**config.mk**
```make
export PLATFORM = sky130hd
export DESIGN_NAME = desc_chain_seq
export DESIGN_NICKNAME = d
export VERILOG_FILES = /design/src/rtl/dcs_pkg.sv /design/src/rtl/dcs_desc_regs.sv /design/src/rtl/dcs_poll_timer.sv /design/src/rtl/dcs_retire_pack.sv /design/src/rtl/desc_chain_seq.sv
export SDC_FILE = /design/constraint.sdc
export NUM_CORES = 1
export LEC_CHECK = 0
export ABC_AREA = 0
export ABC_CLOCK_PERIOD_IN_PS = 6250
export BUFFER_PORTS_ARGS = -buffer_cell sky130_fd_sc_hd__buf_2
export CAP_MARGIN = 15
export CORE_MARGIN = 3
export CORE_UTILIZATION = 54
export CTS_CLUSTER_SIZE = 30
export DETAILED_ROUTE_END_ITERATION = 12
export HOLD_SLACK_MARGIN = 0.05
export PLACE_DENSITY = 0.89
export SYNTH_ARGS = -nofsm -noshare
export SYNTH_HDL_FRONTEND = slang
export SYNTH_SLANG_ARGS = --single-unit
```
**constraint.sdc**
```tcl
create_clock -name clk -period 6.25 [get_ports clk]
set_clock_uncertainty 0.05 [all_clocks]
set_input_delay 0 -clock clk [delete_from_list [all_inputs] [get_ports clk]]
set_output_delay 0 -clock clk [all_outputs]
set_load 0.01 [all_outputs]
```
**src/rtl/dcs_pkg.sv**
```systemverilog
package dcs_pkg;
  // word offsets inside one descriptor
  localparam int DESC_WORDS = 5;
  localparam int FLD_SRC    = 0;
  localparam int FLD_DST    = 1;
  localparam int FLD_LINK   = 2;
  localparam int FLD_SIZE   = 3;
  localparam int FLD_CTL    = 4;
  // control word: byte [31:24], ownership at bit 31
  localparam int OWN_BIT    = 31;
  localparam int FLAG_W     = 7;
  localparam int ERR_W      = 7;
  localparam int CNT_W      = 16;

  typedef enum logic [2:0] {
    ST_IDLE,
    ST_FETCH,
    ST_MOVE,
    ST_RETIRE,
    ST_POLL
  } seq_state_t;
endpackage

```
**src/rtl/dcs_desc_regs.sv**
```systemverilog
module dcs_desc_regs
  import dcs_pkg::*;
(
  input  logic                         clk,
  input  logic                         cap_en,
  input  logic [2:0]                   cap_slot,
  input  logic [31:0]                  cap_data,
  output logic [FLD_SIZE:0][31:0]      body_q,
  output logic [7:0]                   ctl_q
);
  // one register per body word, selected by slot number
  for (genvar g = 0; g <= FLD_SIZE; g++) begin : g_body
    always_ff @(posedge clk) begin
      if (cap_en && cap_slot == 3'(g))
        body_q[g] <= cap_data;
    end
  end

  // only the control byte of word +4 is kept
  always_ff @(posedge clk) begin
    if (cap_en && cap_slot == 3'(FLD_CTL))
      ctl_q <= cap_data[31:24];
  end
endmodule

```
**src/rtl/dcs_poll_timer.sv**
```systemverilog
module dcs_poll_timer #(
  parameter int PW = 12
) (
  input  logic          clk,
  input  logic          rst,
  input  logic          load,
  input  logic [PW-1:0] period,
  input  logic          active,
  output logic          expire
);
  localparam logic [PW-1:0] ONE = PW'(1);
  logic [PW-1:0] cnt_q;

  assign expire = active && (cnt_q <= ONE);

  always_ff @(posedge clk) begin
    if (rst)
      cnt_q <= '0;
    else if (load)
      cnt_q <= period;
    else if (active && !expire)
      cnt_q <= cnt_q - ONE;
  end
endmodule

```
**src/rtl/dcs_retire_pack.sv**
```systemverilog
module dcs_retire_pack
  import dcs_pkg::*;
(
  input  logic [7:0]       ctl_byte,
  input  logic [CNT_W-1:0] actual,
  input  logic [ERR_W-1:0] err,
  input  logic             eop,
  output logic [31:0]      wb_word,
  output logic             err_any
);
  logic [7:0] status;
  logic [7:0] ctl_released;

  always_comb begin
    status       = {eop, err};
    ctl_released = ctl_byte;
    ctl_released[OWN_BIT-24] = 1'b0;
    wb_word      = {ctl_released, status, actual};
    err_any      = |err;
  end
endmodule

```
**src/rtl/desc_chain_seq.sv**
```systemverilog
module desc_chain_seq
  import dcs_pkg::*;
#(
  parameter int AW = 32,
  parameter int PW = 12
) (
  input  logic                clk,
  input  logic                rst,
  input  logic                go,
  input  logic                run,
  input  logic                stop_on_err,
  input  logic                poll_en,
  input  logic [PW-1:0]       poll_period,
  input  logic [AW-1:0]       head_ptr,
  output logic                mem_rd,
  output logic                mem_wr,
  output logic [AW-1:0]       mem_addr,
  output logic [31:0]         mem_wdata,
  input  logic                mem_rvalid,
  input  logic [31:0]         mem_rdata,
  output logic                mv_start,
  output logic [31:0]         mv_src,
  output logic [31:0]         mv_dst,
  output logic [CNT_W-1:0]    mv_len,
  output logic [FLAG_W-1:0]   mv_flags,
  output logic [15:0]         mv_burst,
  input  logic                mv_done,
  input  logic [CNT_W-1:0]    mv_actual,
  input  logic [ERR_W-1:0]    mv_err,
  input  logic                mv_eop,
  output logic                busy,
  output logic                eop_evt,
  output logic                chain_done
);
  localparam logic [2:0]    LAST_K  = 3'(DESC_WORDS - 1);
  localparam logic [AW-1:0] CTL_OFS = AW'(FLD_CTL);

  seq_state_t    state;
  logic [AW-1:0] ptr;
  logic [2:0]    k;
  logic          halt_err;

  logic [FLD_SIZE:0][31:0] body;
  logic [7:0]    ctl_byte;
  logic [2:0]    slot;
  logic          cap_en;
  logic          not_owned;
  logic          poll_arm;
  logic          poll_expire;
  logic [31:0]   wb_word;
  logic          err_any;
  logic [AW-1:0] link_ptr;

  // visit order: control word first, then words +0..+3
  assign slot      = (k == 3'd0) ? 3'(FLD_CTL) : k - 3'd1;
  assign cap_en    = (state == ST_FETCH) && mem_rvalid;
  assign not_owned = cap_en && (k == 3'd0) && !mem_rdata[OWN_BIT];
  assign poll_arm  = not_owned && poll_en && run;
  assign link_ptr  = AW'(body[FLD_LINK]);

  dcs_desc_regs u_regs (
    .clk      (clk),
    .cap_en   (cap_en),
    .cap_slot (slot),
    .cap_data (mem_rdata),
    .body_q   (body),
    .ctl_q    (ctl_byte)
  );

  dcs_poll_timer #(.PW(PW)) u_poll (
    .clk    (clk),
    .rst    (rst),
    .load   (poll_arm),
    .period (poll_period),
    .active (state == ST_POLL),
    .expire (poll_expire)
  );

  dcs_retire_pack u_pack (
    .ctl_byte (ctl_byte),
    .actual   (mv_actual),
    .err      (mv_err),
    .eop      (mv_eop),
    .wb_word  (wb_word),
    .err_any  (err_any)
  );

  assign mv_src   = body[FLD_SRC];
  assign mv_dst   = body[FLD_DST];
  assign mv_len   = body[FLD_SIZE][CNT_W-1:0];
  assign mv_burst = body[FLD_SIZE][31:16];
  assign mv_flags = ctl_byte[FLAG_W-1:0];

  always_ff @(posedge clk) begin
    if (rst) begin
      state      <= ST_IDLE;
      ptr        <= '0;
      k          <= '0;
      halt_err   <= 1'b0;
      busy       <= 1'b0;
      mem_rd     <= 1'b0;
      mem_wr     <= 1'b0;
      mem_addr   <= '0;
      mem_wdata  <= '0;
      mv_start   <= 1'b0;
      eop_evt    <= 1'b0;
      chain_done <= 1'b0;
    end else begin
      mem_rd     <= 1'b0;
      mem_wr     <= 1'b0;
      mv_start   <= 1'b0;
      eop_evt    <= 1'b0;
      chain_done <= 1'b0;
      case (state)
        ST_IDLE: begin
          if (go && run) begin
            ptr      <= head_ptr;
            k        <= 3'd0;
            mem_rd   <= 1'b1;
            mem_addr <= head_ptr + CTL_OFS;
            busy     <= 1'b1;
            state    <= ST_FETCH;
          end
        end
        ST_FETCH: begin
          if (mem_rvalid) begin
            if (not_owned) begin
              if (poll_arm) begin
                state <= ST_POLL;
              end else begin
                busy       <= 1'b0;
                chain_done <= 1'b1;
                state      <= ST_IDLE;
              end
            end else if (k == LAST_K) begin
              mv_start <= 1'b1;
              state    <= ST_MOVE;
            end else begin
              k        <= k + 3'd1;
              mem_rd   <= 1'b1;
              mem_addr <= ptr + AW'(k);
            end
          end
        end
        ST_MOVE: begin
          if (mv_done) begin
            mem_wr    <= 1'b1;
            mem_addr  <= ptr + CTL_OFS;
            mem_wdata <= wb_word;
            eop_evt   <= mv_eop;
            halt_err  <= stop_on_err && err_any;
            state     <= ST_RETIRE;
          end
        end
        ST_RETIRE: begin
          if (halt_err || !run) begin
            busy       <= 1'b0;
            chain_done <= 1'b1;
            state      <= ST_IDLE;
          end else begin
            ptr      <= link_ptr;
            k        <= 3'd0;
            mem_rd   <= 1'b1;
            mem_addr <= link_ptr + CTL_OFS;
            state    <= ST_FETCH;
          end
        end
        ST_POLL: begin
          if (!run) begin
            busy       <= 1'b0;
            chain_done <= 1'b1;
            state      <= ST_IDLE;
          end else if (poll_expire) begin
            k        <= 3'd0;
            mem_rd   <= 1'b1;
            mem_addr <= ptr + CTL_OFS;
            state    <= ST_FETCH;
          end
        end
        default: state <= ST_IDLE;
      endcase
    end
  end
endmodule

```
==> Word level (Yosys, flattened, before mapping) <==
Index checks and enable logic that the tools add are counted.
{ "op_classes": {"addsub": 7, "n_lt_le_gt_ge": 1, "n_eq_ne": 23, "mux": 56, "n_bitwise": 4, "reduce_logical": 35} }
{ "op_table": {"columns": ["operator", "n"], "rows": [
  ["$mux W32", 10],
  ["$pmux W32 S5", 1],
  ["$add A32 B3 Y32 const B", 3],
  ["$pmux W32 S2", 1],
  ["$mux W3", 16],
  ["$add A32 B3 Y32", 1],
  ["$mux W12", 2],
  ["$ne A2 B2 Y1 const B", 12],
  ["$mux W1", 21],
  ["$pmux W3 S5", 1],
  ["$logic_and A1 B1 Y1", 14],
  ["$eq A3 B2 Y1 const B", 4],
  ["$le A12 B1 Y1 const B", 1],
  ["$pmux W3 S4", 1],
  ["$sub A12 B1 Y12 const B", 1],
  ["$eq A3 B3 Y1 const B", 3],
  ["$logic_not A3 Y1", 3],
  ["$reduce_and A9 Y1", 1],
  ["$pmux W1 S4", 2],
  ["$reduce_and A8 Y1", 1],
  ["$reduce_and A7 Y1", 1],
  ["$reduce_or A7 Y1", 1],
  ["$eq A3 B1 Y1 const B", 2],
  ["$reduce_and A5 Y1", 1],
  ["16 further kinds", 22]
]} }
{ "totals": {"ff_bits": 255, "input_bits": 108, "out_inout_bits": 173, "wordCells": 144} }

==> Logic depth before layout (Yosys ltp) <==
{ "depth": {"ltp_word": 10, "mapped_depth": 12, "mapped_depth_nobuf": 11} }

==> Modules after synthesis <==
From an unflattened synthesis, not the netlist that was laid out.
{ "hier_totals": {"cells_unflattened": 1120, "hier_area_um2": 11752.5} }
{ "by_module_without_submodules": {"columns": ["module", "instances", "cells_each", "area_each_um2", "seq_area_each_um2"], "rows": [
  ["desc_chain_seq", 1, 850, 6528.8, 2182.1],
  ["dcs_desc_regs", 1, 141, 4147.7, 4083.9],
  ["dcs_poll_timer", 1, 93, 817.0, 240.2],
  ["dcs_retire_pack", 1, 36, 259.0, 0.0]
]} }

==> Least setup slack after synthesis <==
No wires, ideal clock.
{ "synth_path": {"path_type": "register to register", "start": "register state[0]", "end": "register u_regs.body_q[100] (netlist name) (enable)", "setup_ns": 0.470, "t_arrival_ns": 3.898, "required_ns": 5.730, "slack_ns": 1.832, "stages_incl_launch_ff": 7, "n_path_buf": 2, "period_less_slack_ns": 4.418, "path_cell_list": "dfxtp_1 > clkbuf_1 > clkbuf_1 > nand2b_1 > nor2_1 > nand2_1 > a211oi_1"} }
{ "synth_between": {"elab_chain_len": 3} }
{ "synth_lines": {"columns": ["item", "line_no", "rtl"], "rows": [
  ["start: declaration", "desc_chain_seq.sv:38", "seq_state_t state;"],
  ["start signal: assignment", "desc_chain_seq.sv:96", "state <= ST_IDLE;"],
  ["start signal: assignment", "desc_chain_seq.sv:122", "state <= ST_FETCH;"],
  ["start signal: assignment", "desc_chain_seq.sv:129", "state <= ST_POLL;"],
  ["$eq A3 B1 Y1", "desc_chain_seq.sv:56", "assign cap_en = (state == ST_FETCH) && mem_rvalid;"],
  ["$logic_and A1 B1 Y1", "desc_chain_seq.sv:56", null],
  ["$logic_and A1 B1 Y1", "dcs_desc_regs.sv:14", "if (cap_en && cap_slot == 3'(g))"],
  ["end signal: indexed assignment", "dcs_desc_regs.sv:15", "body_q[g] <= cap_data;"],
  ["end: declaration", "dcs_desc_regs.sv:8", "output logic [FLD_SIZE:0][31:0] body_q,"]
]} }
No other way between the ends.
A chain may end at the register's enable or synchronous reset.

==> Final worst setup path <==
{ "layout_path": {"start": "register u_poll.cnt_q[3]", "end": "register mem_addr[17]"} }
{ "layout_between": {"elab_chain_len": 4} }
{ "layout_lines": {"columns": ["item", "line_no", "rtl"], "rows": [
  ["start: declaration", "dcs_poll_timer.sv:12", "logic [PW-1:0] cnt_q;"],
  ["start signal: assignment", "dcs_poll_timer.sv:20", "cnt_q <= period;"],
  ["start signal: assignment", "dcs_poll_timer.sv:22", "cnt_q <= cnt_q - ONE;"],
  ["$le A12 B1 Y1", "dcs_poll_timer.sv:14", "assign expire = active && (cnt_q <= ONE);"],
  ["$logic_and A1 B1 Y1", "dcs_poll_timer.sv:14", null],
  ["$ne A2 B2 Y1 (no line)", null, null],
  ["$reduce_and A9 Y1 (no line)", null, null],
  ["end signal: assignment", "desc_chain_seq.sv:120", "mem_addr <= head_ptr + CTL_OFS;"],
  ["end signal: assignment", "desc_chain_seq.sv:141", "mem_addr <= ptr + AW'(k);"],
  ["end signal: assignment", "desc_chain_seq.sv:148", "mem_addr <= ptr + CTL_OFS;"],
  ["end: declaration", "desc_chain_seq.sv:17", "output logic [AW-1:0] mem_addr,"]
]} }
No other way between the ends.

==> metrics.cfg <==
[outcome]
status = finished clean

[sta]
setup_viol = 0
hold_violations = 0
fmax_ghz = 0.2210
rsz0062_at_grt = false
layout_min_cycle_time_ns = 4.525
finalSetupTns_ns = 0
slew_headroom_pct = 18.40
fin_crit_sh_pct = 72.40
drv_slew = 0
tightest_slew_ns = 1.218

[synthesis]
yosys.area_share.adder_pct = 1.324
synth_mux_area_share_pct = 0.2522
synth_top_family_by_area = simple AND/OR/NAND/NOR gates
synth_simple_gate_area_share_pct = 17.40
syn-cell-area_um2 = 11910
synthesis.nets = 1298
ys_ff_latch = 255
yosys.area.top_type_share_pct = 34.05
synth_largest_area_cell = edfxtp_1
ys.flop_type = edfxtp_1
synth-xor-area-share_pct = 4.256
synth-edff-count = 135
synth_compound_gate_area_share_pct = 13.52
ys_warn_count = 0
synthCells = 1178
synth.area.top_cells = edfxtp_1 (34%), dfxtp_1 (20%), buf_4 (6.1%), nand2_1 (5.3%), a21oi_1 (3.4%)
ys_types = 67
yosysSeqAreaShare_pct = 54.22
synth-async-reset-ratio_pct = 0
syn_area_per_cell_um2 = 10.11

[cts]
clock-root-buffer = clkbuf_16
clk_latency_ns = 0.54
numCtsBuffers = 28
cts_buffer_depth = 3
cts_sinks = 255
postCtsHoldBufs = 132
cts_resized = 0
cts_tree = yes
postCtsSetupBuffers = 0
h-tree-depth = 1
clk_pin_slew_ns = 0.06

[global_route]
grt_overflow = 0
grt_pass1_vias = 10380
grt_pass1_wl_um = 55700
grt_max_degree = 82
antenna_found_initial = 1
grt_usage_pct = 28.88

[die]
start_util_pct = 55.76
die_w_um = 154.5
rows = 53
die_h_um = 154.5
die_area_um2 = 23870
io_pins = 281
coreArea_um2 = 21350

[cells_and_area]
post_route_cells_drive_above_1_share_pct = 24.58
fillCellCount = 1470
final_util_pct = 70.95
syn_to_final_growth_pct = 27.24
finalNetCount = 1591

[critical_path]
worst-path-max-fanout = 21
rr_startpoint = u_poll.cnt_q[3]
critPathMaxStageDelay_ns = 0.73
start_kind = flop
regToRegSetupSlack_ns = 1.73
endpoint_kind = flop
cp_data_arrival_time_ns = 4.92
crit_start = u_poll.cnt_q[3]
path_cells = or3_1 -> or4_1 -> o21bai_1 -> o2111a_1 -> nand3_1 -> buf_4 -> nor2_1 -> nand2_1 -> o221ai_1
critical_path_required_ns = 6.64
timing_worst_setup_path_type = reg2reg
slowest_stage = o21bai_1

[pwr]
peakVddDrop_uv = 237.0
p_leak_nw = 5.861
p_int_mw = 3.191
clkPwrFrac_pct = 40.7
p_comb_share_pct = 15.5
sw_frac_of_total_pct = 27.11
switchingPower_mw = 1.187
power.total_mw = 4.378
power_frac_seq_pct = 43.8
p_per_area_nw_per_um2 = 289.0

[drt]
firstDrtPassIters = 5
detail-route-antenna-nets = 0
wirelength_um = 36300
drt_iter0_drc = 1298
wl_per_cell_um = 20.52
vias = 10500
vias_per_cell = 5.937
drc = 0

[place]
dp_hpwl_um = 22580
gp_congestion = 0.9576
port_buffers = 279

[min_path]
hold_path.class = in2reg
holdCritStartpoint = mv_done

[flow_run]
drv_cap = 0

[routing by layer]
metal | vias to the layer above | routed length, um | global-route usage [%]
met5 | - | 0 | 0
met4 | 0 | 1979 | 14.17
met3 | 139 | 3568 | 5.932
met2 | 689 | 17070 | 47.94
met1 | 4917 | 13680 | 36.07
li1 | 4758 | - | -
[cells by family (layout without fill, tap and decap cells)]
logic type / count (synthesis) / count (layout)
other: 1 / 2
AND/OR/NAND/NOR: 439 / 439
XOR/XNOR: 57 / 57
buffers and inverters: 182 / 497
AO/OA/AOI/OAI: 229 / 229
multiplexers: 3 / 3
adder cells (fa/ha/maj): 12 / 12
flip-flops: 255 / 255
[sequential cells by signal, summed over array words and instances (netlist names), 3 cells and up]
register	count
k	3
mem_addr	32
mem_wdata	31
ptr	32
state	3
u_poll.cnt_q	12
u_regs.body_q	128
u_regs.ctl_q	7
[worst max-delay path: cells and delay by family (launching register included)]
| kind | cells | cell delay [ns] |
|---|---|---|
| simple gates | 5 | 2.18 |
| buf+inv | 1 | 0.47 |
| flops | 1 | 0.35 |
| compound gates | 3 | 1.37 |
[placed cells by master (no fill, tap or decap), types with 11 or more instances in the layout]
| cell | count |
|---|---|
| inv_1 | 19 |
| o221a_2 | 11 |
| dfxtp_1 | 120 |
| a311oi_1 | 32 |
| o21ai_0 | 19 |
| edfxtp_1 | 135 |
| a211oi_1 | 19 |
| or3_1 | 28 |
| xnor2_1 | 31 |
| o221ai_1 | 21 |
| nand4_1 | 14 |
| clkbuf_16 | 29 |
| nor3_1 | 29 |
| nand3_1 | 33 |
| ha_1 | 11 |
| nand2_1 | 169 |
| a21oi_1 | 82 |
| buf_2 | 278 |
| nor2_1 | 104 |
| dlygate4sd3_1 | 132 |
| buf_4 | 12 |
| xor2_1 | 25 |
[cell type report]
cell class	count	area, um2	share of cell area (%)
Sequential cell	255	6456	42.62
Antenna cell	1	2.502	0.01652
Tap cell	275	344.1	2.271
Inverter	19	71.32	0.4708
Multi-Input combinational cell	741	4404	29.07
Clock buffer	34	764.5	5.046
Timing Repair Buffer	426	2872	18.95
Clock inverter	18	235.2	1.553
[final timing paths]
check / cells after the start / end
hold / removal: 3 / state[2]
setup reg to reg: 9 / mem_addr[17]
setup / recovery: 9 / mem_addr[17]
hold reg to reg: 2 / mem_wdata[29]
[power by group through the flow]
stage | combinational [mW] | sequential [mW] | clock, mW
floorplan | 0.367 | 1.95 | 0
global placement | 0.571 | 1.95 | 0
detailed placement | 0.592 | 1.95 | 0
CTS | 0.653 | 1.91 | 1.77
global route | 0.734 | 1.93 | 1.85
finish | 0.678 | 1.92 | 1.78
[metrics by stage]
step                worst slack (ns)  std cells  hold WS (ns)  cell area (um2)
CTS                            1.883       1764       0.05067            15080
global route                   1.524       1769       0.07023            15150
detailed placement             1.868       1580        0.1697            12760
finish                         1.725       1769       0.06654            15150
floorplan                      1.832       1178       0.04887            11910
global placement               2.067       1580        0.1665            12760
[cells in the mapped netlist (20+ instances only)]
master and instances:
nand2_1 169, edfxtp_1 135, dfxtp_1 120, nor2_1 104
buf_4 97, a21oi_1 82, clkbuf_1 57, nand3_1 33
a311oi_1 32, nor3_1 31, xnor2_1 31, or3_1 28
xor2_1 25, o221ai_1 21, a211oi_1 20
No activity file was read; power rests on OpenSTA's default activity.
